===== src/rtl/clkpd_pkg.sv =====
package clkpd_pkg;

    typedef enum logic [2:0] {
        ST_OFF,
        ST_LOCKWAIT,
        ST_ALIGN,
        ST_RUN,
        ST_ARMED,
        ST_PARK
    } pd_state_e;

    typedef struct packed {
        logic p;
        logic n;
        logic oe_p;
        logic oe_n;
    } diff_pair_t;

    localparam int QUAL_EDGES = 2;

    function automatic diff_pair_t parked_pair(input logic tri_sel);
        diff_pair_t r;
        if (tri_sel) begin
            r = '{p: 1'b0, n: 1'b0, oe_p: 1'b0, oe_n: 1'b0};
        end else begin
            r = '{p: 1'b1, n: 1'b0, oe_p: 1'b1, oe_n: 1'b0};
        end
        return r;
    endfunction

    function automatic diff_pair_t live_pair(input logic phase);
        diff_pair_t r;
        r = '{p: phase, n: ~phase, oe_p: 1'b1, oe_n: 1'b1};
        return r;
    endfunction

endpackage


===== src/rtl/clkpd_req_sync.sv =====
module clkpd_req_sync #(
    parameter int STAGES = 2
) (
    input  logic clk,
    input  logic rst,
    input  logic req_n_async,
    output logic req_n_sync
);
    logic [STAGES-1:0] chain;

    // Reset value 0 means "power-down requested", so power-up reset parks. R1
    always_ff @(posedge clk) begin
        if (rst) begin
            chain <= '0;
        end else begin
            chain <= {chain[STAGES-2:0], req_n_async};
        end
    end

    assign req_n_sync = chain[STAGES-1];
endmodule


===== src/rtl/clkpd_qualifier.sv =====
module clkpd_qualifier
    import clkpd_pkg::*;
(
    input  logic clk,
    input  logic rst,
    input  logic clear,
    input  logic fwd_clk,
    input  logic req_n_s,
    output logic fwd_ph,
    output logic comp_fall,
    output logic qualified
);
    localparam int CW = $clog2(QUAL_EDGES + 1);

    logic         ph_q, ph_d;
    logic         comp_rise;
    logic [CW-1:0] edge_cnt;

    always_ff @(posedge clk) begin
        if (rst) begin
            ph_q <= 1'b0;
            ph_d <= 1'b0;
        end else begin
            ph_q <= fwd_clk;
            ph_d <= ph_q;
        end
    end

    // Complement rises when the true phase falls, and vice versa.
    assign comp_rise = ph_d & ~ph_q;
    assign comp_fall = ~ph_d & ph_q;
    assign fwd_ph    = ph_q;

    always_ff @(posedge clk) begin
        if (rst || clear) begin
            edge_cnt <= '0;
        end else if (comp_rise) begin
            if (!req_n_s) begin
                if (edge_cnt != CW'(QUAL_EDGES)) edge_cnt <= edge_cnt + 1'b1;
            end else begin
                edge_cnt <= '0;
            end
        end
    end

    assign qualified = (edge_cnt == CW'(QUAL_EDGES));

    AST_QUAL_NEEDS_LOW_REQ: assert property (@(posedge clk) disable iff (rst)
        $rose(qualified) |-> !$past(req_n_s));
endmodule


===== src/rtl/clkpd_fsm.sv =====
module clkpd_fsm
    import clkpd_pkg::*;
#(
    parameter int LOCK_CYC  = 50000,
    parameter int DRIVE_CYC = 15000
) (
    input  logic clk,
    input  logic rst,
    input  logic req_n_s,
    input  logic pll_lock,
    input  logic fwd_ph,
    input  logic comp_fall,
    input  logic qualified,
    output logic pll_en,
    output logic lock_timeout,
    output logic run_gate,
    output logic drive_force,
    output logic qual_clear
);
    localparam int TW = $clog2(LOCK_CYC + 1);

    pd_state_e     state, state_nx;
    logic [TW-1:0] timer;
    logic          waiting;

    always_comb begin
        state_nx = state;
        case (state)
            ST_OFF:      if (req_n_s) state_nx = ST_LOCKWAIT;
            ST_LOCKWAIT: if (!req_n_s) state_nx = ST_OFF;
                         else if (pll_lock) state_nx = ST_ALIGN;
            ST_ALIGN:    if (!req_n_s) state_nx = ST_OFF;
                         else if (!pll_lock) state_nx = ST_LOCKWAIT;
                         else if (!fwd_ph) state_nx = ST_RUN;
            ST_RUN:      if (qualified) state_nx = ST_ARMED;
            ST_ARMED:    if (comp_fall) state_nx = ST_PARK;
            ST_PARK:     state_nx = ST_OFF;
            default:     state_nx = ST_OFF;
        endcase
    end

    always_ff @(posedge clk) begin
        if (rst) state <= ST_OFF;
        else     state <= state_nx;
    end

    assign waiting = (state == ST_LOCKWAIT) || (state == ST_ALIGN);

    always_ff @(posedge clk) begin
        if (rst || !waiting) begin
            timer <= '0;
        end else if (timer != TW'(LOCK_CYC)) begin
            timer <= timer + 1'b1;
        end
    end

    always_ff @(posedge clk) begin
        if (rst) begin
            lock_timeout <= 1'b0;
        end else if (pll_lock) begin
            lock_timeout <= 1'b0;
        end else if (state == ST_LOCKWAIT && timer >= TW'(LOCK_CYC)) begin
            lock_timeout <= 1'b1;
        end
    end

    // Pairs run in RUN, keep running in ARMED up to the park edge,
    // and start from ALIGN on the same edge that enters RUN.
    assign run_gate = (state == ST_RUN)
                    || (state == ST_ARMED && !comp_fall)
                    || (state == ST_ALIGN && req_n_s && pll_lock && !fwd_ph);

    assign drive_force = waiting && (timer >= TW'(DRIVE_CYC));
    assign qual_clear  = !((state == ST_RUN) || (state == ST_ARMED));
    assign pll_en      = (state != ST_OFF);

    AST_ARM_AFTER_QUAL: assert property (@(posedge clk) disable iff (rst)
        (state == ST_ARMED && $past(state) == ST_RUN) |-> $past(qualified));
    AST_RUN_AFTER_LOCK: assert property (@(posedge clk) disable iff (rst)
        (state == ST_RUN && $past(state) == ST_ALIGN) |-> $past(pll_lock));
    AST_TIMEOUT_NO_LOCK: assert property (@(posedge clk) disable iff (rst)
        $rose(lock_timeout) |-> !$past(pll_lock));
endmodule


===== src/rtl/clkpd_pair.sv =====
module clkpd_pair
    import clkpd_pkg::*;
(
    input  logic       clk,
    input  logic       rst,
    input  logic       en,
    input  logic       run_gate,
    input  logic       tri_sel,
    input  logic       drive_force,
    input  logic       fwd_ph,
    output diff_pair_t pair_q
);
    always_ff @(posedge clk) begin
        if (rst) begin
            pair_q <= parked_pair(tri_sel);
        end else if (run_gate && en) begin
            pair_q <= live_pair(fwd_ph);
        end else begin
            pair_q <= parked_pair(tri_sel & ~drive_force);
        end
    end

    AST_DISABLED_PARKED: assert property (@(posedge clk) disable iff (rst)
        !en |=> !pair_q.oe_n);
endmodule


===== src/rtl/clkout_pd_seq.sv =====
module clkout_pd_seq
    import clkpd_pkg::*;
#(
    parameter int N_OUT     = 4,
    parameter int LOCK_CYC  = 50000,
    parameter int DRIVE_CYC = 15000
) (
    input  logic             clk,
    input  logic             rst,
    input  logic             pwr_req_n,
    input  logic             fwd_clk,
    input  logic             pll_lock,
    input  logic             tri_mode,
    input  logic [N_OUT-1:0] out_en,
    output logic [N_OUT-1:0] clk_p,
    output logic [N_OUT-1:0] clk_n,
    output logic [N_OUT-1:0] oe_p,
    output logic [N_OUT-1:0] oe_n,
    output logic             pll_en,
    output logic             lock_timeout
);
    logic req_n_s, fwd_ph, comp_fall, qualified;
    logic run_gate, drive_force, qual_clear;

    clkpd_req_sync #(.STAGES(2)) u_sync (
        .clk(clk), .rst(rst), .req_n_async(pwr_req_n), .req_n_sync(req_n_s)
    );

    clkpd_qualifier u_qual (
        .clk(clk), .rst(rst), .clear(qual_clear), .fwd_clk(fwd_clk),
        .req_n_s(req_n_s), .fwd_ph(fwd_ph), .comp_fall(comp_fall),
        .qualified(qualified)
    );

    clkpd_fsm #(.LOCK_CYC(LOCK_CYC), .DRIVE_CYC(DRIVE_CYC)) u_fsm (
        .clk(clk), .rst(rst), .req_n_s(req_n_s), .pll_lock(pll_lock),
        .fwd_ph(fwd_ph), .comp_fall(comp_fall), .qualified(qualified),
        .pll_en(pll_en), .lock_timeout(lock_timeout), .run_gate(run_gate),
        .drive_force(drive_force), .qual_clear(qual_clear)
    );

    generate
        for (genvar g = 0; g < N_OUT; g++) begin : g_pair
            diff_pair_t pq;
            clkpd_pair u_pair (
                .clk(clk), .rst(rst), .en(out_en[g]), .run_gate(run_gate),
                .tri_sel(tri_mode), .drive_force(drive_force),
                .fwd_ph(fwd_ph), .pair_q(pq)
            );
            assign clk_p[g] = pq.p;
            assign clk_n[g] = pq.n;
            assign oe_p[g]  = pq.oe_p;
            assign oe_n[g]  = pq.oe_n;
        end
    endgenerate

    AST_PLL_OFF_PARKED: assert property (@(posedge clk) disable iff (rst)
        !pll_en |-> (oe_n == '0));
    AST_PARK_BEFORE_PLL_OFF: assert property (@(posedge clk) disable iff (rst)
        $fell(pll_en) |-> ($past(oe_n) == '0));
    AST_TRI_PARK: assert property (@(posedge clk) disable iff (rst)
        (!pll_en && !$past(pll_en) && tri_mode && $past(tri_mode))
        |-> (oe_p == '0 && oe_n == '0));
    AST_DRIVE_PARK: assert property (@(posedge clk) disable iff (rst)
        (!pll_en && !$past(pll_en) && !tri_mode && !$past(tri_mode))
        |-> (oe_p == '1 && clk_p == '1));
endmodule


===== config.mk =====
export PLATFORM = sky130hd
export DESIGN_NAME = clkout_pd_seq
export DESIGN_NICKNAME = d
export VERILOG_FILES = /design/src/rtl/clkpd_pkg.sv /design/src/rtl/clkpd_req_sync.sv /design/src/rtl/clkpd_qualifier.sv /design/src/rtl/clkpd_fsm.sv /design/src/rtl/clkpd_pair.sv /design/src/rtl/clkout_pd_seq.sv
export SDC_FILE = /design/constraint.sdc
export NUM_CORES = 1
export LEC_CHECK = 0
export BUFFER_PORTS_ARGS = -buffer_cell sky130_fd_sc_hd__clkbuf_2
export CORE_MARGIN = 2
export CORE_UTILIZATION = 55
export CTS_CLUSTER_DIAMETER = 80
export CTS_CLUSTER_SIZE = 24
export DETAILED_ROUTE_END_ITERATION = 7
export GPL_TIMING_DRIVEN = 1
export HOLD_SLACK_MARGIN = 0.03
export PLACE_DENSITY = 0.8
export SETUP_SLACK_MARGIN = 0.05
export SKIP_CTS_REPAIR_TIMING = 1
export SYNTH_ARGS = -nofsm -noshare
export SYNTH_HDL_FRONTEND = slang
export SYNTH_SLANG_ARGS = --single-unit

===== constraint.sdc =====
create_clock -name clk -period 2.8 [get_ports clk]
set_input_delay 0.42 -clock clk [delete_from_list [all_inputs] [get_ports clk]]
set_output_delay 0.42 -clock clk [all_outputs]
set_load 0.03 [all_outputs]

==> summary.txt <==
Pwr
  – Switching part of the total power: 0.257
  – Total power draw: 0.985 mW
  – Proportion of power drawn by combinational gates: 0.058
  – Clock group share of total power: 0.319
  – Maximum vdd drop: 0.340 mV
  – Static leakage: 0.794 nW
  – Power dissipated by switching net loads: 0.253 mW
  – Cell area power density: 484 nW/um^2
  – Sequential Power Share: 0.623
  – Pint: 0.732 mW

STA
  – Number of failing hold endpoints at the final stage: 0
  – Highest clock frequency the design can meet: 503 MHz
  – Ratio of final minimum period to clock period: 0.710
  – Summed negative setup slack over all endpoints: 0 ns
  – Count of endpoints failing setup in the final report: 0
  – Transition at the pin with the smallest max-transition slack: between 0.5 and 0.6 ns
  – Skew final: around 0.011 ns
  – Final Max Tran Viols: 0
  – Shortest clock period the worst path allows after layout: 1.99 ns
  – Setup repair after global routing missed its margin: no
  – Relative slew margins: 0.649

Worst hold path
  – Worst min-delay path startpoint: out_en[1]
  – Path category of the worst min-delay check: input port to flip-flop
  – Cell count of the worst hold path: 2
  – Hold path endpoint: g_pair[1].u_pair.pair_q[3]$_DFF_P_

Layout
  – # diodes: 0
  – Fill count: 281
  – Most common cell after layout, fill and taps aside: sky130_fd_sc_hd__dfxtp_1
  – Signed area change from the synthesized netlist to the final layout: 11.7%
  – Share of layout cells above drive strength 1: 0.194
  – Number of nets in the finished design: 234
  – Top library cells by usage in the layout, fill and taps aside: sky130_fd_sc_hd__dfxtp_1 (42), sky130_fd_sc_hd__clkbuf_2 (27), sky130_fd_sc_hd__nor2_1 (16), sky130_fd_sc_hd__inv_1 (12), sky130_fd_sc_hd__xnor2_1 (10)

Placement
  – Final HPWL from detailed placement: 2520 um
  – I/O Buffers: 27
  – Routability Congestion: 0.839

Synth
  – Prevailing post-synth register cell: sky130_fd_sc_hd__dfxtp_1
  – Share of synthesized area occupied by flip-flops and latches: 0.461
  – Cell area after technology mapping: 1820 um^2
  – Distinct cells, synth: 46
  – Post-Syn Nets: 208
  – FFs w/ async S/R, synth: 0
  – Number of instances in the synthesized netlist: 195
  – Avg Cell Area, Syn: 9.36 um^2
  – Synthesis-stage register bit count: 42
  – EDFF count, synth: 0
  – Synth warn: 0

Global route
  – Aggregate global-route resource usage: 0.198
  – First-pass GRT wire length: about 5500 um
  – Global route total overflow: 0
  – Initial antenna violation count: 0
  – Global-route met2 utilization: 0.301
  – Via count of the first global-routing pass: 1239
  – Global routing met3 resource utilization: 0.0714
  – Peak-usage layer in the global routing report: met2
  – Largest net degree at the start of global routing: 18
  – Met1 GRT Util: 0.256

Detailed routing
  – Length of the first detailed-routing pass in iterations: 4
  – Via count normalized by instance count: about 5.5
  – Number of remaining DRC errors: 0
  – Iteration-0 DRC count of the detailed router: 59
  – Average routed wire per standard cell: 12.9 um
  – Via count: 1470
  – Antenna violation net count after detailed routing: 0
  – Total wire length: 3440 um

Critical path
  – Capture point of the worst reg-to-reg path: g_pair[3].u_pair.pair_q[3]$_DFF_P_
  – Type of element capturing the critical path: flip-flop
  – Critical register-to-register path startpoint: u_fsm.state[0]$_SDFFE_PP0P_
  – Path depth of the worst reg2reg path: 4
  – Worst setup slack for register-to-register paths: 0.81 ns
  – Required time reported for the critical path endpoint: 3.10 ns
  – Maximum net fanout on the critical path: 15
  – Critical path type: flip-flop to flip-flop
  – Crit path arrival time: between 2 and 2.5 ns
  – Critical path origin: u_fsm.state[0]$_SDFFE_PP0P_
  – Kind of start point of the critical path: flip-flop

Die
  – Number of top-level design ports: 28
  – Placeable core region: between 3000 and 4000 um^2
  – Initial cell density of the core: 0.588
  – Vertical extent of the die: 61.6 um
  – Die width: around 60 um
  – Std cell rows: 20
  – DIE AREA: 3790 um^2

Clock tree
  – Clock transition time at the flip-flop clock pins of the worst setup and hold paths: 0.13 ns
  – H-Tree Depth: 2
  – Number of sinks on the clock net: 42
  – TritonCTS clock tree: yes
  – Master cell of the clock root buffer: sky130_fd_sc_hd__clkbuf_4
  – CTS max path bufs: 2
  – Number of buffers inserted during clock tree synthesis: 5
  – Worst-Skew Late Latency: ~0.37 ns

Run status
  – Status: finished clean

Flow run
  – Max-cap violation count: 0
==> area by class of cell <==
| cell class | instances | area (um^2) | area share |
|---|---|---|---|
| Clock buffer | 5 | 37.5 | 0.0184 |
| Clock inverter | 3 | 25.0 | 0.0123 |
| Inverter | 12 | 45.0 | 0.0221 |
| Multi-Input combinational cell | 133 | 898 | 0.441 |
| Sequential cell | 42 | 841 | 0.413 |
| Tap cell | 44 | 55.1 | 0.0270 |
| Timing Repair Buffer | 27 | 135 | 0.0663 |
==> cells by family (layout without fill, tap and decap cells) <==
kind of cell,Yosys count,in the layout,synth area share
and+or+nand+nor,89,89,0.289
DFF,42,42,0.461
AOI/OAI and AO/OA,30,30,0.130
buffers and inverters,20,47,0.0466
xor gates and xnor gates,11,11,0.0528
adders and majority gates,3,3,0.0206
==> Yosys cell counts, types with 3 or more instances <==
cell	count	area (um^2)
sky130_fd_sc_hd__a22oi_2	4	50.1
sky130_fd_sc_hd__nor3_1	7	35.0
sky130_fd_sc_hd__nor3b_1	3	22.5
sky130_fd_sc_hd__a21oi_1	7	35.0
sky130_fd_sc_hd__nand4b_1	7	61.3
sky130_fd_sc_hd__nand4_1	6	37.5
sky130_fd_sc_hd__clkbuf_1	5	18.8
sky130_fd_sc_hd__and3_1	6	37.5
sky130_fd_sc_hd__nand2b_1	3	18.8
sky130_fd_sc_hd__nand2_1	9	33.8
sky130_fd_sc_hd__a211oi_1	3	22.5
sky130_fd_sc_hd__nor2_1	16	60.1
sky130_fd_sc_hd__nor2b_1	6	37.5
sky130_fd_sc_hd__and2_1	4	25.0
sky130_fd_sc_hd__or3_1	4	25.0
sky130_fd_sc_hd__inv_1	12	45.0
sky130_fd_sc_hd__ha_1	3	37.5
sky130_fd_sc_hd__nand3_1	4	20.0
sky130_fd_sc_hd__dfxtp_1	42	841
sky130_fd_sc_hd__o21ai_0	3	15.0
sky130_fd_sc_hd__xnor2_1	10	87.6
==> sequential cells by signal (all words and copies together) (netlist names) <==
register,cells
u_fsm.timer,16
u_fsm.state,3
u_qual.edge_cnt,2
g_pair.u_pair.pair_q,16
u_qual.fwd_ph,1
u_fsm.lock_timeout,1
u_qual.ph_d,1
u_sync.chain,2
==> power by group through the flow <==
stage | clock network, mW | registers (mW) | logic (mW)
6_report | 0.314 | 0.614 | 0.0573
5_1_grt | 0.342 | 0.616 | 0.0627
4_1_cts | 0.319 | 0.614 | 0.0578
3_5_place_dp | 0 | 0.628 | 0.0575
3_3_place_gp | 0 | 0.627 | 0.0563
2_1_floorplan | 0 | 0.638 | 0.0264
==> metrics by stage <==
step	hold slack (ns)	std cells	utilization	cell area [um^2]	setup slack (ns)
3_3_place_gp	0.436	258	0.636	1970	0.818
4_1_cts	0.230	266	0.656	2040	0.818
2_1_floorplan	0.414	195	-	1820	1.21
6_report	0.234	266	0.656	2040	0.813
5_1_grt	0.225	266	0.656	2040	0.721
3_5_place_dp	0.449	258	0.636	1970	0.763
==> routing by layer <==
metal | share of wire | up-vias | routed length, um
met3 | 0.048 | 9 | 164
li1 | - | 741 | -
met2 | 0.48 | 31 | 1660
met1 | 0.45 | 689 | 1540
met5 | 0 | - | 0
met4 | 0.020 | 0 | 69
==> worst max path at each step <==
stage,endpoint,cells past startpoint,slack [ns]
6_report,g_pair[3].u_pair.pair_q[3]$_DFF_P_,4,0.81
5_1_grt,g_pair[3].u_pair.pair_q[3]$_DFF_P_,4,0.72
4_1_cts,g_pair[3].u_pair.pair_q[3]$_DFF_P_,4,0.82
3_5_place_dp,g_pair[3].u_pair.pair_q[3]$_DFF_P_,4,0.76
3_3_place_gp,g_pair[3].u_pair.pair_q[3]$_DFF_P_,4,0.82
2_1_floorplan,g_pair[3].u_pair.pair_q[3]$_DFF_P_,6,1.21
==> critical path, cell delays in order (launching register included) <==
cell and delay (ns):
sky130_fd_sc_hd__dfxtp_1 0.56, sky130_fd_sc_hd__xnor2_1 0.12, sky130_fd_sc_hd__or3_1 0.56, sky130_fd_sc_hd__o31a_4 0.49, sky130_fd_sc_hd__a22oi_2 0.19
No activity file was read; power rests on OpenSTA's default activity.
